File: src/rtl/tl_pkg.sv
// Package: shared types for the tail light controller.
// Assumes at most eight resolved modes; encoding values are internal only.
package tl_pkg;

    typedef enum logic [2:0] {
        MODE_DARK        = 3'd0,
        MODE_LEFT        = 3'd1,
        MODE_RIGHT       = 3'd2,
        MODE_RIPPLE      = 3'd3,
        MODE_BRAKE       = 3'd4,
        MODE_BRAKE_LEFT  = 3'd5,
        MODE_BRAKE_RIGHT = 3'd6
    } tl_mode_e;

endpackage

File: src/rtl/tl_mode_decode.sv
// Module: tl_mode_decode
// Resolves the four driver requests into one mode. The priority is brake,
// then a single turn, then hazard. Both turns together count as a hazard
// request. Purely combinational; the inputs are assumed synchronous to clk.
module tl_mode_decode
    import tl_pkg::*;
(
    input  logic     req_left,
    input  logic     req_right,
    input  logic     req_brake,
    input  logic     req_hazard,
    output tl_mode_e mode
);

    logic one_turn;
    logic both_turns;

    // Classify the turn inputs.
    always_comb begin
        one_turn   = req_left ^ req_right;
        both_turns = req_left & req_right;
    end

    // Apply the fixed request priority.
    always_comb begin
        if (req_brake) begin
            if (one_turn) begin
                mode = req_left ? MODE_BRAKE_LEFT : MODE_BRAKE_RIGHT;
            end else begin
                mode = MODE_BRAKE;
            end
        end else if (one_turn) begin
            mode = req_left ? MODE_LEFT : MODE_RIGHT;
        end else if (both_turns || req_hazard) begin
            mode = MODE_RIPPLE;
        end else begin
            mode = MODE_DARK;
        end
    end

endmodule

File: src/rtl/tl_step_seq.sv
// Module: tl_step_seq
// Registers the resolved mode and keeps the step counter for the current
// pattern. A mode change forces step 0 and overrides a step pulse on the
// same edge. Sweeps last SIDE steps and the ripple lasts SIDE+1 steps.
// Steady modes stay at step 0. Reset is synchronous and active low.
module tl_step_seq
    import tl_pkg::*;
#(
    parameter int SIDE   = 3,
    parameter int STEP_W = $clog2(SIDE + 1)
) (
    input  logic              clk,
    input  logic              rst_n,
    input  logic              step_en,
    input  tl_mode_e          mode_next,
    output tl_mode_e          mode_q,
    output logic [STEP_W-1:0] step_q
);

    localparam logic [STEP_W-1:0] SWEEP_LAST  = STEP_W'(SIDE - 1);
    localparam logic [STEP_W-1:0] RIPPLE_LAST = STEP_W'(SIDE);

    logic [STEP_W-1:0] last_step;
    logic              mode_change;

    // Select the final step index of the active pattern.
    always_comb begin
        case (mode_q)
            MODE_LEFT, MODE_RIGHT,
            MODE_BRAKE_LEFT, MODE_BRAKE_RIGHT: last_step = SWEEP_LAST;
            MODE_RIPPLE:                       last_step = RIPPLE_LAST;
            default:                           last_step = '0;
        endcase
        mode_change = (mode_next != mode_q);
    end

    // Hold the active mode.
    always_ff @(posedge clk) begin
        if (!rst_n) begin
            mode_q <= MODE_DARK;
        end else begin
            mode_q <= mode_next;
        end
    end

    // Advance, wrap or restart the step counter.
    always_ff @(posedge clk) begin
        if (!rst_n) begin
            step_q <= '0;
        end else if (mode_change) begin
            step_q <= '0;
        end else if (step_en) begin
            step_q <= (step_q == last_step) ? '0 : step_q + 1'b1;
        end
    end

    // a new mode always starts at its first step.
    a_r10_restart: assert property (@(posedge clk) disable iff (!rst_n)
        (mode_q != $past(mode_q)) |-> (step_q == '0));

    // without a step pulse the step index holds.
    a_r11_hold: assert property (@(posedge clk) disable iff (!rst_n)
        (!$past(step_en) && mode_q == $past(mode_q)) |-> $stable(step_q));

    // the step never passes the end of its pattern.
    a_r3_in_range: assert property (@(posedge clk) disable iff (!rst_n)
        step_q <= last_step);

endmodule

File: src/rtl/tl_lamp_map.sv
// Module: tl_lamp_map
// Maps the mode and step to the lamp vector. Lamp index SIDE is the centre.
// Left sweeps move toward index 0 and right sweeps toward index 2*SIDE.
// One slice per lamp is generated from its distance to the centre.
// Purely combinational.
module tl_lamp_map
    import tl_pkg::*;
#(
    parameter int SIDE   = 3,
    parameter int STEP_W = $clog2(SIDE + 1),
    parameter int NUM    = 2 * SIDE + 1
) (
    input  tl_mode_e          mode,
    input  logic [STEP_W-1:0] step,
    output logic [NUM-1:0]    lamps
);

    for (genvar i = 0; i < NUM; i++) begin : g_lamp
        localparam int DIST = (i >= SIDE) ? (i - SIDE) : (SIDE - i);
        logic at_ripple;
        logic at_left;
        logic at_right;

        // Decide whether the moving position covers this lamp.
        always_comb begin
            at_ripple = (step == STEP_W'(DIST));
            at_left   = (i < SIDE) && (step == STEP_W'(DIST - 1));
            at_right  = (i > SIDE) && (step == STEP_W'(DIST - 1));
        end

        // Drive this lamp for the active mode.
        always_comb begin
            case (mode)
                MODE_LEFT:        lamps[i] = at_left;
                MODE_RIGHT:       lamps[i] = at_right;
                MODE_RIPPLE:      lamps[i] = at_ripple;
                MODE_BRAKE:       lamps[i] = 1'b1;
                MODE_BRAKE_LEFT:  lamps[i] = !at_left;
                MODE_BRAKE_RIGHT: lamps[i] = !at_right;
                default:          lamps[i] = 1'b0;
            endcase
        end
    end

endmodule

File: src/rtl/tail_light_ctrl.sv
// Module: tail_light_ctrl
// Top of the tail light controller. Decodes the requests, sequences the
// steps and maps them to lamps. The inputs are assumed synchronous to clk,
// and step_en is assumed to be a single-cycle pulse at the step rate.
// The lamps follow the registered mode and step, one edge after sampling.
module tail_light_ctrl
    import tl_pkg::*;
#(
    parameter int LAMPS_PER_SIDE = 3,
    localparam int NUM_LAMPS     = 2 * LAMPS_PER_SIDE + 1,
    localparam int STEP_W        = $clog2(LAMPS_PER_SIDE + 1)
) (
    input  logic                 clk,
    input  logic                 rst_n,
    input  logic                 step_en,
    input  logic                 turn_left,
    input  logic                 turn_right,
    input  logic                 brake,
    input  logic                 hazard,
    output logic [NUM_LAMPS-1:0] lamps
);

    tl_mode_e          mode_next;
    tl_mode_e          mode_q;
    logic [STEP_W-1:0] step_q;

    tl_mode_decode u_decode (
        .req_left   (turn_left),
        .req_right  (turn_right),
        .req_brake  (brake),
        .req_hazard (hazard),
        .mode       (mode_next)
    );

    tl_step_seq #(
        .SIDE   (LAMPS_PER_SIDE),
        .STEP_W (STEP_W)
    ) u_seq (
        .clk       (clk),
        .rst_n     (rst_n),
        .step_en   (step_en),
        .mode_next (mode_next),
        .mode_q    (mode_q),
        .step_q    (step_q)
    );

    tl_lamp_map #(
        .SIDE   (LAMPS_PER_SIDE),
        .STEP_W (STEP_W),
        .NUM    (NUM_LAMPS)
    ) u_map (
        .mode  (mode_q),
        .step  (step_q),
        .lamps (lamps)
    );

    // the idle mode leaves every lamp dark.
    a_r2_dark: assert property (@(posedge clk) disable iff (!rst_n)
        (mode_q == MODE_DARK) |-> (lamps == '0));

    // plain braking lights every lamp.
    a_r7_full: assert property (@(posedge clk) disable iff (!rst_n)
        (mode_q == MODE_BRAKE) |-> (&lamps));

    // a plain turn shows exactly one lamp.
    a_r4_single: assert property (@(posedge clk) disable iff (!rst_n)
        (mode_q == MODE_LEFT || mode_q == MODE_RIGHT) |-> ($countones(lamps) == 1));

    // braking with a turn darkens exactly one lamp.
    a_r8_one_out: assert property (@(posedge clk) disable iff (!rst_n)
        (mode_q == MODE_BRAKE_LEFT || mode_q == MODE_BRAKE_RIGHT)
        |-> ($countones(lamps) == NUM_LAMPS - 1));

    // the ripple shows one or two lamps, with the centre lamp only at step 0.
    a_r5_ripple: assert property (@(posedge clk) disable iff (!rst_n)
        (mode_q == MODE_RIPPLE)
        |-> (($countones(lamps) == 1) == (step_q == '0)) && ($countones(lamps) <= 2));

endmodule

File: config.mk
export PLATFORM = sky130hd
export DESIGN_NAME = tail_light_ctrl
export DESIGN_NICKNAME = d
export VERILOG_FILES = /design/src/rtl/tl_pkg.sv /design/src/rtl/tl_mode_decode.sv /design/src/rtl/tl_step_seq.sv /design/src/rtl/tl_lamp_map.sv /design/src/rtl/tail_light_ctrl.sv
export SDC_FILE = /design/constraint.sdc
export NUM_CORES = 1
export LEC_CHECK = 0
export BUFFER_PORTS_ARGS = -buffer_cell sky130_fd_sc_hd__buf_2
export CORE_UTILIZATION = 45
export CTS_CLUSTER_DIAMETER = 40
export DETAILED_ROUTE_END_ITERATION = 10
export GPL_TIMING_DRIVEN = 0
export PLACE_DENSITY = 0.77
export SYNTH_ARGS = -nofsm -noshare
export SYNTH_HDL_FRONTEND = slang
export SYNTH_SLANG_ARGS = --single-unit
File: constraint.sdc
create_clock -name clk -period 3.18 [get_ports clk]
set_clock_uncertainty 0.15 [all_clocks]
set_input_delay 0.159 -clock clk [delete_from_list [all_inputs] [get_ports clk]]
set_output_delay 0.159 -clock clk [all_outputs]
set_load 0.05 [all_outputs]
==> impl_metrics.env <==
export IMPL_p_sw_mw=0.0847
export IMPL_leakagePower_nw=0.323
export IMPL_power_frac_comb_pct=38.5
export IMPL_hpwl_um=894
export IMPL_syn2layout_area_growth_pct=19.7
export IMPL_power_density_nw_per_um2=317
export IMPL_worstSetupEndpointType="output pin"
export IMPL_r2r_slack_ns=1.66
export IMPL_tritoncts="done"
export IMPL_overflow=0
export IMPL_hp_class="input pin to flip-flop"
export IMPL_holdWs_ns=0.0655
export IMPL_drc=0
export IMPL_fin_cells=112
export IMPL_grt_pass1_vias=485
export IMPL_htree_levels=1
export IMPL_cap_violations=0
export IMPL_yosysSeqAreaShare_pct=16.6
export IMPL_post_cts_buffers=0
export IMPL_ys_ff_latch=5
export IMPL_endpoint="lamps[6]"
export IMPL_status="complete, no violations"
export IMPL_antenna_left=0
export IMPL_drive_gt1_share_pct=23.5
export IMPL_synthDistinctLibCells=25
export IMPL_die_h_um=38.6
export IMPL_cts_clk_slew_worst_paths_ns=0.04
export IMPL_avgSynthCellArea_um2=7.55
export IMPL_ios=14
export IMPL_firstDrtPassIters=2
export IMPL_swShare_pct=37.0
export IMPL_worst_pin_slew_ns=0.380
export IMPL_nNetsFinal=113
export IMPL_gp_congestion=0.796
export IMPL_worst_r2r_cell_count=4
export IMPL_clock_path_buffers=2
export IMPL_groute_usage_overall_pct=19.6
export IMPL_finalSetupTns_ns=0
export IMPL_wl_um=1150
export IMPL_num_rows=12
export IMPL_initial_core_util_pct=51.6
export IMPL_drt_iter0_markers=7
export IMPL_critical_path_class="flip-flop to output pin"
export IMPL_reg2reg_from="u_seq.step_q[0]$_SDFFE_PP0P_"
export IMPL_cts_inserted_buffers=3
export IMPL_grt_first_pass_wirelength_um=2000
export IMPL_num_antenna_cells=0
export IMPL_multi_input_area_um2=455
export IMPL_clock_power_share_pct=32.0
export IMPL_syn_nets=94
export IMPL_place_inst=107
export IMPL_wl_per_cell_um=10.3
export IMPL_syn_area_um2=604
export IMPL_io_buffers=13
export IMPL_grt_max_degree=11
export IMPL_regToRegEndpoint="u_seq.step_q[1]$_SDFFE_PP0P_"
export IMPL_period_share_pct=61.0
export IMPL_total_power_mw=0.229
export IMPL_final_cell_mix="buf_2, o21ai_0, nand2_1"
export IMPL_die_w_um=38.6
export IMPL_rsz0062_at_grt="false"
export IMPL_cts_hold_fix_buffers=1
export IMPL_startpoint_type="flip-flop"
export IMPL_place_worst_setup_slack_ns=1.37
export IMPL_final_common_cell="buf_2"
export IMPL_cts_sinks=5
export IMPL_fin_ws_ns=1.24
export IMPL_fmax_ghz=0.515
export IMPL_seq_power_share_pct=29.5
export IMPL_setup_viol=0
export IMPL_drv_slew=0
export IMPL_cp_startpoint="u_seq.step_q[0]$_SDFFE_PP0P_"
export IMPL_worstPathArrival_ns=1.63
export IMPL_max_slew_margin_pct=74.7
export IMPL_ctsResizeCount=0
export IMPL_min_period_ns=1.94
export IMPL_die_area_um2=1490
export IMPL_yosysWarnings=0
export IMPL_seq_area_um2=100
export IMPL_peakVddDrop_mv=0.176
export IMPL_p_int_mw=0.144
export IMPL_antenna_found_initial=0
export IMPL_core_area_um2=1170
export IMPL_nFillCells=111
export IMPL_insertion_delay_ns=0.24
export IMPL_hold_violations=0
export IMPL_dr_total_vias=580
export IMPL_root_buffer="clkbuf_4"
export IMPL_cp_max_fo=6
export IMPL_viasPerCell=5.18
export IMPL_required_ns=2.87
export IMPL_syn_inst=80
power by group through the flow:
stage / logic [mW] / registers, mW / clock network, mW
after floorplan: 0.0681 / 0.0681 / 0
after global placement: 0.0854 / 0.0686 / 0
after detailed placement: 0.0874 / 0.0686 / 0
after CTS: 0.0884 / 0.0675 / 0.0766
after global routing: 0.0967 / 0.0676 / 0.0832
final: 0.0882 / 0.0675 / 0.0733
cells by family (layout without fill, tap and decap cells):
logic type | count (synthesis) | after routing | synth area share (%)
xor gates and xnor gates | 2 | 2 | 2.90
and+or+nand+nor | 28 | 28 | 25.3
buffers and inverters | 10 | 28 | 8.07
adders and majority gates | 7 | 7 | 14.5
muxes | 6 | 6 | 9.94
AOI/OAI and AO/OA | 22 | 22 | 22.8
DFF | 5 | 5 | 16.6
routing by layer:
metal  up-vias  part of all wire [%]  GRT usage (%)
li1        315                     -              -
met1       248                    50           24.5
met2        12                    45           30.4
met3         5                   3.3           5.20
met4         0                   1.6           10.3
met5         -                     0              0
synth_stat cells (all sizes together):
cell type / number / area [µm²]
a211oi: 2 / 15.0
and2: 3 / 18.8
and2b: 1 / 7.51
and3: 1 / 6.26
buf: 4 / 26.3
clkbuf: 1 / 3.75
dfxtp: 5 / 100
ha: 7 / 87.6
inv: 5 / 18.8
mux2i: 6 / 60.1
nand2: 11 / 41.3
nand2b: 4 / 25.0
nand3: 2 / 10.0
nor2: 1 / 3.75
nor2b: 1 / 6.26
nor3b: 1 / 12.5
o2111ai: 2 / 17.5
o21ai: 14 / 70.1
o21bai: 1 / 7.51
o22ai: 1 / 12.5
o31ai: 2 / 15.0
or2: 1 / 6.26
or4: 2 / 15.0
xor2: 2 / 17.5
critical path: stages, from the launching register on:
cell,delay (ns)
dfxtp_1,0.40
inv_1,0.11
ha_1,0.28
o21ai_0,0.18
nand2_1,0.06
o21ai_0,0.07
buf_2,0.27
worst min path at each step:
stage / start / cells past startpoint / slack, ns / end
after floorplan: rst_n / 1 / 0.13 / u_seq.mode_q[0]$_SDFF_PN0_
after global placement: rst_n / 2 / 0.25 / u_seq.mode_q[0]$_SDFF_PN0_
after detailed placement: rst_n / 2 / 0.25 / u_seq.mode_q[0]$_SDFF_PN0_
after CTS: brake / 2 / 0.06 / u_seq.mode_q[2]$_SDFF_PN0_
after global routing: brake / 2 / 0.08 / u_seq.mode_q[2]$_SDFF_PN0_
final: brake / 2 / 0.07 / u_seq.mode_q[2]$_SDFF_PN0_
registers in the layout, indices dropped and copies added (netlist names):
name,cells
u_seq.mode_q,3
u_seq.step_q,2
final cells by class:
class,count,area share (%)
Multi-Input combinational cell,65,63.0
Sequential cell,5,13.8
Timing Repair Buffer,14,10.4
Buffer,5,4.15
Clock buffer,4,3.63
Inverter,5,2.60
Tap cell,14,2.42
through the flow:
| step | instance area, µm² | util (%) |
|---|---|---|
| 6_report | 723 | 61.8 |
| 5_1_grt | 723 | 61.8 |
| 4_1_cts | 723 | 61.8 |
| 3_5_place_dp | 687 | 58.7 |
| 3_3_place_gp | 687 | 58.7 |
| 2_1_floorplan | 604 | - |
(Power assumes the default switching activity.)
